File: src/rtl/gpio_bank_pkg.sv
package gpio_bank_pkg;

  // Register select; the enum order follows the word index of the address map.
  typedef enum logic [2:0] {
    RS_OUT   = 3'd0,
    RS_DIR   = 3'd1,
    RS_BLINK = 3'd2,
    RS_POL   = 3'd3,
    RS_DIN   = 3'd4,
    RS_CAUSE = 3'd5,
    RS_EMASK = 3'd6,
    RS_LMASK = 3'd7
  } regSel_e;

  // Strobes from control to datapath.
  typedef struct packed {
    logic    wrOut;
    logic    wrDir;
    logic    wrBlink;
    logic    wrPol;
    logic    wrCause;
    logic    wrEMask;
    logic    wrLMask;
    logic    rdValid;
    regSel_e rdSel;
  } ctrlStrobe_t;

endpackage

File: src/rtl/gpio_bank_ctrl.sv
module gpio_bank_ctrl
  import gpio_bank_pkg::*;
#(
  parameter int ADDR_W = 5
) (
  input  logic              busSel,
  input  logic              busWr,
  input  logic [ADDR_W-1:0] busAddr,
  output ctrlStrobe_t       strb
);

  localparam int LSB_W = 2;
  localparam int IDX_W = 3;
  localparam int TOP_W = LSB_W + IDX_W;

  logic [IDX_W-1:0] idx;
  logic             hit;
  logic             wrEn;
  regSel_e          sel;

  always_comb begin
    idx  = busAddr[TOP_W-1:LSB_W];
    sel  = regSel_e'(idx);
    hit  = busSel && (busAddr[LSB_W-1:0] == '0) && ((busAddr >> TOP_W) == '0);
    wrEn = hit && busWr;

    strb         = '0;
    strb.rdSel   = sel;
    strb.rdValid = hit && !busWr;

    if (wrEn) begin
      case (sel)
        RS_OUT:   strb.wrOut   = 1'b1;
        RS_DIR:   strb.wrDir   = 1'b1;
        RS_BLINK: strb.wrBlink = 1'b1;
        RS_POL:   strb.wrPol   = 1'b1;
        RS_CAUSE: strb.wrCause = 1'b1;
        RS_EMASK: strb.wrEMask = 1'b1;
        RS_LMASK: strb.wrLMask = 1'b1;
        default:  ;  // input data is read-only
      endcase
    end
  end

endmodule

File: src/rtl/gpio_bank_sync.sv
module gpio_bank_sync #(
  parameter int WIDTH  = 32,
  parameter int STAGES = 2
) (
  input  logic             clk,
  input  logic             rstN,
  input  logic [WIDTH-1:0] dIn,
  output logic [WIDTH-1:0] dOut
);

  logic [WIDTH-1:0] stage [STAGES];

  always_ff @(posedge clk or negedge rstN) begin
    if (!rstN) stage[0] <= '0;
    else       stage[0] <= dIn;
  end

  for (genvar s = 1; s < STAGES; s++) begin : gStage
    always_ff @(posedge clk or negedge rstN) begin
      if (!rstN) stage[s] <= '0;
      else       stage[s] <= stage[s-1];
    end
  end

  assign dOut = stage[STAGES-1];

endmodule

File: src/rtl/gpio_bank_blink.sv
module gpio_bank_blink #(
  parameter int HALF_CYCLES = 10_000_000
) (
  input  logic clk,
  input  logic rstN,
  output logic phase
);

  localparam int CNT_W = (HALF_CYCLES > 1) ? $clog2(HALF_CYCLES) : 1;
  localparam logic [CNT_W-1:0] LAST = CNT_W'(HALF_CYCLES - 1);

  logic [CNT_W-1:0] cnt;
  logic             wrap;

  assign wrap = (cnt == LAST);

  always_ff @(posedge clk or negedge rstN) begin
    if (!rstN) begin
      cnt   <= '0;
      phase <= 1'b0;
    end else if (wrap) begin
      cnt   <= '0;
      phase <= ~phase;
    end else begin
      cnt   <= cnt + 1'b1;
    end
  end

endmodule

File: src/rtl/gpio_bank_dp.sv
module gpio_bank_dp
  import gpio_bank_pkg::*;
#(
  parameter int NUM_PINS    = 32,
  parameter int GROUP_SIZE  = 8,
  parameter int SYNC_STAGES = 2,
  parameter int BLINK_HALF  = 10_000_000,
  localparam int NUM_GROUPS = NUM_PINS / GROUP_SIZE
) (
  input  logic                  clk,
  input  logic                  rstN,
  input  ctrlStrobe_t           strb,
  input  logic [NUM_PINS-1:0]   wdata,
  output logic [NUM_PINS-1:0]   rdata,
  input  logic [NUM_PINS-1:0]   pinIn,
  output logic [NUM_PINS-1:0]   pinOut,
  output logic [NUM_PINS-1:0]   pinOe,
  output logic [NUM_GROUPS-1:0] irqGroup,
  output logic [NUM_PINS-1:0]   causeQ,
  output logic [NUM_PINS-1:0]   riseVec,
  output logic [NUM_PINS-1:0]   dirQ,
  output logic [NUM_PINS-1:0]   blinkQ,
  output logic [NUM_PINS-1:0]   eMaskQ,
  output logic [NUM_PINS-1:0]   lMaskQ
);

  logic [NUM_PINS-1:0] outQ;
  logic [NUM_PINS-1:0] polQ;
  logic [NUM_PINS-1:0] syncVal;
  logic [NUM_PINS-1:0] dinVal;
  logic [NUM_PINS-1:0] prevQ;
  logic [NUM_PINS-1:0] causeNext;
  logic [NUM_PINS-1:0] reqVec;
  logic [NUM_PINS-1:0] drvVal;
  logic                blinkPhase;

  gpio_bank_sync #(.WIDTH(NUM_PINS), .STAGES(SYNC_STAGES)) uSync (
    .clk  (clk),
    .rstN (rstN),
    .dIn  (pinIn),
    .dOut (syncVal)
  );

  gpio_bank_blink #(.HALF_CYCLES(BLINK_HALF)) uBlink (
    .clk   (clk),
    .rstN  (rstN),
    .phase (blinkPhase)
  );

  // Configuration registers
  always_ff @(posedge clk or negedge rstN) begin
    if (!rstN) begin
      outQ   <= '0;
      dirQ   <= '1;
      blinkQ <= '0;
      polQ   <= '0;
      eMaskQ <= '0;
      lMaskQ <= '0;
    end else begin
      if (strb.wrOut)   outQ   <= wdata;
      if (strb.wrDir)   dirQ   <= wdata;
      if (strb.wrBlink) blinkQ <= wdata;
      if (strb.wrPol)   polQ   <= wdata;
      if (strb.wrEMask) eMaskQ <= wdata;
      if (strb.wrLMask) lMaskQ <= wdata;
    end
  end

  // Polarity adjust and rising-edge detect on the adjusted value
  assign dinVal  = syncVal ^ polQ;
  assign riseVec = dinVal & ~prevQ;

  // Acknowledge keeps bits written as 1; a fresh edge always wins
  always_comb begin
    causeNext = causeQ;
    if (strb.wrCause) causeNext = causeQ & wdata;
    causeNext = causeNext | riseVec;
  end

  always_ff @(posedge clk or negedge rstN) begin
    if (!rstN) begin
      prevQ  <= '0;
      causeQ <= '0;
    end else begin
      prevQ  <= dinVal;
      causeQ <= causeNext;
    end
  end

  // Per-pin drive and request
  for (genvar i = 0; i < NUM_PINS; i++) begin : gPin
    assign drvVal[i] = blinkQ[i] ? blinkPhase : outQ[i];
    assign pinOe[i]  = ~dirQ[i];
    assign pinOut[i] = ~dirQ[i] & drvVal[i];
    assign reqVec[i] = (dinVal[i] & lMaskQ[i]) | (causeQ[i] & eMaskQ[i]);
  end

  // Group reduction
  for (genvar g = 0; g < NUM_GROUPS; g++) begin : gGroup
    assign irqGroup[g] = |reqVec[g*GROUP_SIZE +: GROUP_SIZE];
  end

  // Read mux
  always_comb begin
    rdata = '0;
    if (strb.rdValid) begin
      case (strb.rdSel)
        RS_OUT:   rdata = outQ;
        RS_DIR:   rdata = dirQ;
        RS_BLINK: rdata = blinkQ;
        RS_POL:   rdata = polQ;
        RS_DIN:   rdata = dinVal;
        RS_CAUSE: rdata = causeQ;
        RS_EMASK: rdata = eMaskQ;
        RS_LMASK: rdata = lMaskQ;
        default:  rdata = '0;
      endcase
    end
  end

endmodule

File: src/rtl/gpio_irq_bank.sv
module gpio_irq_bank
  import gpio_bank_pkg::*;
#(
  parameter int NUM_PINS    = 32,
  parameter int GROUP_SIZE  = 8,
  parameter int ADDR_W      = 5,
  parameter int SYNC_STAGES = 2,
  parameter int BLINK_HALF  = 10_000_000,
  localparam int NUM_GROUPS = NUM_PINS / GROUP_SIZE
) (
  input  logic                  clk,
  input  logic                  rstN,
  input  logic                  busSel,
  input  logic                  busWr,
  input  logic [ADDR_W-1:0]     busAddr,
  input  logic [NUM_PINS-1:0]   busWdata,
  output logic [NUM_PINS-1:0]   busRdata,
  input  logic [NUM_PINS-1:0]   pinIn,
  output logic [NUM_PINS-1:0]   pinOut,
  output logic [NUM_PINS-1:0]   pinOe,
  output logic [NUM_GROUPS-1:0] irqGroup
);

  ctrlStrobe_t         strb;
  logic [NUM_PINS-1:0] causeQ;
  logic [NUM_PINS-1:0] riseVec;
  logic [NUM_PINS-1:0] dirQ;
  logic [NUM_PINS-1:0] blinkQ;
  logic [NUM_PINS-1:0] eMaskQ;
  logic [NUM_PINS-1:0] lMaskQ;

  gpio_bank_ctrl #(.ADDR_W(ADDR_W)) uCtrl (
    .busSel  (busSel),
    .busWr   (busWr),
    .busAddr (busAddr),
    .strb    (strb)
  );

  gpio_bank_dp #(
    .NUM_PINS    (NUM_PINS),
    .GROUP_SIZE  (GROUP_SIZE),
    .SYNC_STAGES (SYNC_STAGES),
    .BLINK_HALF  (BLINK_HALF)
  ) uDp (
    .clk      (clk),
    .rstN     (rstN),
    .strb     (strb),
    .wdata    (busWdata),
    .rdata    (busRdata),
    .pinIn    (pinIn),
    .pinOut   (pinOut),
    .pinOe    (pinOe),
    .irqGroup (irqGroup),
    .causeQ   (causeQ),
    .riseVec  (riseVec),
    .dirQ     (dirQ),
    .blinkQ   (blinkQ),
    .eMaskQ   (eMaskQ),
    .lMaskQ   (lMaskQ)
  );

endmodule

File: config.mk
export PLATFORM = sky130hd
export DESIGN_NAME = gpio_irq_bank
export DESIGN_NICKNAME = d
export VERILOG_FILES = /design/src/rtl/gpio_bank_pkg.sv /design/src/rtl/gpio_bank_ctrl.sv /design/src/rtl/gpio_bank_sync.sv /design/src/rtl/gpio_bank_blink.sv /design/src/rtl/gpio_bank_dp.sv /design/src/rtl/gpio_irq_bank.sv
export SDC_FILE = /design/constraint.sdc
export NUM_CORES = 1
export LEC_CHECK = 0
export BUFFER_PORTS_ARGS = -buffer_cell sky130_fd_sc_hd__buf_2
export CORE_ASPECT_RATIO = 1.2
export CORE_UTILIZATION = 45
export DETAILED_ROUTE_END_ITERATION = 16
export PLACE_DENSITY = 0.75
export SLEW_MARGIN = 20
export SYNTH_ARGS = -nofsm -noshare
export SYNTH_HDL_FRONTEND = slang
export SYNTH_HIERARCHICAL = 1
export SYNTH_SLANG_ARGS = --single-unit
File: constraint.sdc
create_clock -name clk -period 1.5 [get_ports clk]
set_input_delay 0.15 -clock clk [delete_from_list [all_inputs] [get_ports clk]]
set_output_delay 0.15 -clock clk [all_outputs]
set_load 0.02 [all_outputs]
# Yosys cells after proc, flatten, opt, wreduce, memory -nomap -nowiden
# Index checks and enable logic that the tools add are counted.
dict set report op_classes {
  n_addsub 1
  n_eq_ne 8
  n_mux 44
  bitwise 166
  n_reduce_logical 10
}
# cell count
set op_table {}
lappend op_table {{$pmux 32 s8} 1}
lappend op_table {{$and 1x1->1} 96}
lappend op_table {{$and 32x32->32} 2}
lappend op_table {{$mux 32} 2}
lappend op_table {{$mux 1} 39}
lappend op_table {{$not 1->1} 33}
lappend op_table {{$not 32->32} 1}
lappend op_table {{$or 1x1->1} 32}
lappend op_table {{$or 32x32->32} 1}
lappend op_table {{$reduce_or 8->1} 4}
lappend op_table {{$xor 32x32->32} 1}
lappend op_table {{$add 24x1->24 const B} 1}
lappend op_table {{$eq 24x24->1 const B} 1}
lappend op_table {{$mux 24} 1}
lappend op_table {{$eq 3x3->1 const B} 4}
lappend op_table {{$mux 7} 1}
lappend op_table {{$eq 3x2->1 const B} 2}
lappend op_table {{$eq 3x1->1 const B} 1}
lappend op_table {{$logic_and 1x1->1} 3}
lappend op_table {{$logic_not 3->1} 1}
lappend op_table {{$logic_not 2->1} 1}
lappend op_table {{$logic_not 1->1} 1}
dict set report totals {
  regBits 345
  in_bits 73
}

# Logic depth before layout (Yosys ltp)
dict set report logic_depth {
  depth_word 6
  depth_mapped 8
  depth_no_buf 5
}

# By module
# Netlist, hierarchy kept.
# mod n_inst cells_per_inst area_per_inst_um2
set modules_own_cells {}
lappend modules_own_cells {gpio_bank_dp 1 1187 12692.2}
lappend modules_own_cells {gpio_bank_sync 1 96 1841.8}
lappend modules_own_cells {gpio_bank_blink 1 114 1206.2}
lappend modules_own_cells {gpio_bank_ctrl 1 15 130.1}

# Worst setup path after synthesis
# No wires, ideal clock.
dict set report synth_timing {
  path_type {register to register}
  startpoint {register uDp.uBlink.cnt[0]}
  endpoint {register uDp.uBlink.cnt[18]}
  t_arrival_ns 1.558
  slack_ns -0.181
  path_stages_with_launch 6
  n_path_buf 0
  period_less_slack_ns 1.681
  path_cell_list {dfrtp_1 > ha_1 > nand4_1 > nor4_1 > nand4_1 > xnor2_1}
}
dict set report synth_between {
  elab_chain_cells 2
  elab_cells_between_ends 3
  classes_between {add/sub: 1; eq/ne: 1; mux: 1}
}
# item line
set synth_lines {}
lappend synth_lines {{from (decl)} gpio_bank_blink.sv:12} ;# logic [CNT_W-1:0] cnt;
lappend synth_lines {{from (signal assigned)} gpio_bank_blink.sv:25} ;# cnt <= cnt + 1'b1;
lappend synth_lines {{$add 24x1->24 or $eq 24x24->1 (tied branches)} {gpio_bank_blink.sv:25, gpio_bank_blink.sv:15}}
lappend synth_lines {{$mux 24 (*)} gpio_bank_blink.sv:21} ;# end else if (wrap) begin
# Mark *: on every way between the ends. The rest lies on a longest branch, timed or not.
# A chain may end at the register's enable or synchronous reset.

# Worst setup path in the final report
dict set report layout_timing {
  startpoint {register uDp.polQ[0]}
  endpoint {output port busRdata[0]}
}
dict set report layout_between {
  elab_chain_cells 3
}
# item line
set layout_lines {}
lappend layout_lines {{from (decl)} gpio_bank_dp.sv:28} ;# logic [NUM_PINS-1:0] polQ;
lappend layout_lines {{from (signal assigned)} gpio_bank_dp.sv:63} ;# if (strb.wrPol) polQ <= wdata;
lappend layout_lines {{$xor 32x32->32} gpio_bank_dp.sv:70} ;# assign dinVal = syncVal ^ polQ;
lappend layout_lines {{$pmux 32 s8 (*)} gpio_bank_dp.sv:107} ;# case (strb.rdSel)
lappend layout_lines {{$mux 32 (*)} gpio_bank_dp.sv:106} ;# if (strb.rdValid) begin
lappend layout_lines {{to (decl)} gpio_irq_bank.sv:17} ;# output logic [NUM_PINS-1:0] busRdata,
# Marked as above.

==> results.ini <==
[routing]
wl_met3_um=3360
totalWireLength_um=48000
vias=12700
drc=0
dr.pass1.iters=5
met1Wirelength_um=18700
drtAntennaViolNets=0
highest_layer=met4
wl_per_cell_um=21.5
vias_per_cell=5.69
drtIter0Drc=1097
wl_met2_um=24000

[sta]
worstMarginPinSlew_ps=490
hold_viol=0
finalSetupTns_ps=-32410
timing.hold.ws_ps=161
finalWorstSetupSlack_ps=-778
slew_headroom=0.673
final.min_clock_period_ps=2280
rsz0062_at_grt=true
fin_skew_ps=10.5
maxSlewViolCount=0
fin_crit_sh=1.52
fmax_ghz=0.439
setup_viol=88

[job]
cap_violations=0

[global_route]
antenna_found_initial=1
grt_max_degree=50
grt_pass1_vias=13200
grt_pass1_wl_um=72700
grt_overflow_total=0
grt_usage=0.260

[critical_path]
crit_fanout=3
start_kind=flop
critPathArrivalTime_ps=2130
endpoint_kind=output port
crit_type=flop to output port
r2r_cells=4
cp_data_required_time_ps=1350

[floorplan]
dieWidth_um=173
die_y_um=207
core_sq_um=34300
io_pins=173
die_area_sq_um=35800
fp-row-count=74
start_util=0.460

[clocking]
clock_latency_ps=530
clk_pin_slew_ps=70
htree_levels=2
root_buffer=clkbuf_16
cts_buffers=36
cts_sinks=345
clock_path_buffers=3
cts_tree=done

[power]
leakagePower_nw=9.89
powerDensity_nw_per_um2=1180
p_switching_mw=6.95
ir_worst_vdd_mv=0.763
swShare=0.273
intPower_mw=18.5
p_seq_frac=0.444
combPwrFrac=0.182
p_clk_frac=0.373

[cells_and_area]
final_common_cell=dfrtp_1
area_delta_synth_final_pct=36.8
final_cell_mix=311 x dfrtp_1, 185 x buf_4, 149 x o21ai_0, 128 x mux2_2, 115 x buf_2
drive_gt1_frac=0.434
nNetsFinal=1826
finalNonFillerCells=2235

[synthesis]
syn_avg_cell_area_sq_um=11.4
yosysWarnings=6
syn_area_sq_um=15800
syn_nets=1454
syn-instance-count=1380

[placement]
post-place-ws_ps=-241
numPortBuffers=172
dp_cells=2062
hpwlAfterDp_um=30000
gp_congestion=0.851

[outcome]
failed_checks=negative setup slack
outcome=finished with violations

[min_path]
hold_path_class=input pin to async pin

## registers in the layout (all words and copies together) (netlist names)
| name | count |
|---|---|
| uDp/blinkQ | 32 |
| uDp/causeQ | 32 |
| uDp/dirQ | 32 |
| uDp/eMaskQ | 32 |
| uDp/lMaskQ | 32 |
| uDp/outQ | 32 |
| uDp/polQ | 32 |
| uDp/prevQ | 32 |
| uDp/uSync/dOut | 32 |
| uDp/uSync/stage | 32 |
| uDp/uBlink/cnt | 24 |
| uDp/uBlink/phase | 1 |
## final timing paths
path / startpoint / to / slack [ps]
setup / recovery: uDp/polQ[0]$_DFFE_PN0P_ / busRdata[0] / -780
hold / removal: rstN / uDp/eMaskQ[25]$_DFFE_PN0P_ / 160
setup reg to reg: uDp/uBlink/cnt[0]$_DFF_PN0_ / uDp/uBlink/cnt[19]$_DFF_PN0_ / -220
hold reg to reg: uDp/uSync/stage[47]$_DFF_PN0_ / uDp/uSync/dOut[15]$_DFF_PN0_ / 340
max in group asynchronous: rstN / uDp/dirQ[25]$_DFFE_PN1P_ / 610
min in group clk: pinIn[7] / uDp/uSync/stage[39]$_DFF_PN0_ / 260
## what timing repair did
action	in CTS	in global routing
buffers inserted	33	16
setup endpoints to repair	86	92
gates resized for setup	146	119
gates cloned	2	1
endpoints found under the hold margin	555	0
pin swaps	75	69
hold buffers	65	0
## power groups by stage
stage                     logic [mW]  clock network, mW  registers, mW
final                           4.65               9.52           11.3
after global routing            4.99               10.0           11.4
after CTS                       4.35               9.65           11.2
after detailed placement        3.77                  0           11.4
after global placement          3.67                  0           11.3
after floorplan                 2.34                  0           11.1
## area by class of cell
| cell class | instances | area, sq um |
|---|---|---|
| Inverter | 92 | 345 |
| Antenna cell | 1 | 2.50 |
| Sequential cell | 345 | 8680 |
| Clock buffer | 52 | 1050 |
| Timing Repair Buffer | 444 | 3790 |
| Tap cell | 456 | 571 |
| Fill cell | 2525 | 12700 |
| Multi-Input combinational cell | 833 | 6890 |
| Clock inverter | 12 | 215 |
## worst max-delay path, stage by stage, from the launching register on
cell and delay [ps]:
dfrtp_1 430, or3b_4 390, a221oi_2 270, a21oi_1 90, a21oi_2 250, buf_6 160
## metrics by stage
| stage | cell area (sq um) | power [mW] | utilization |
|---|---|---|---|
| 2_1_floorplan | 15900 | 13.5 | - |
| 3_3_place_gp | 18300 | 15.0 | 0.533 |
| 3_5_place_dp | 18300 | 15.1 | 0.533 |
| 4_1_cts | 21000 | 25.2 | 0.612 |
| 5_1_grt | 21500 | 26.5 | 0.629 |
| 6_report | 21500 | 25.5 | 0.629 |
## layer usage
layer,global-route usage,vias up
li1,-,5589
met1,0.324,6395
met2,0.448,600
met3,0.0407,142
met4,0.121,0
met5,0,-
(Power assumes the default switching activity.)
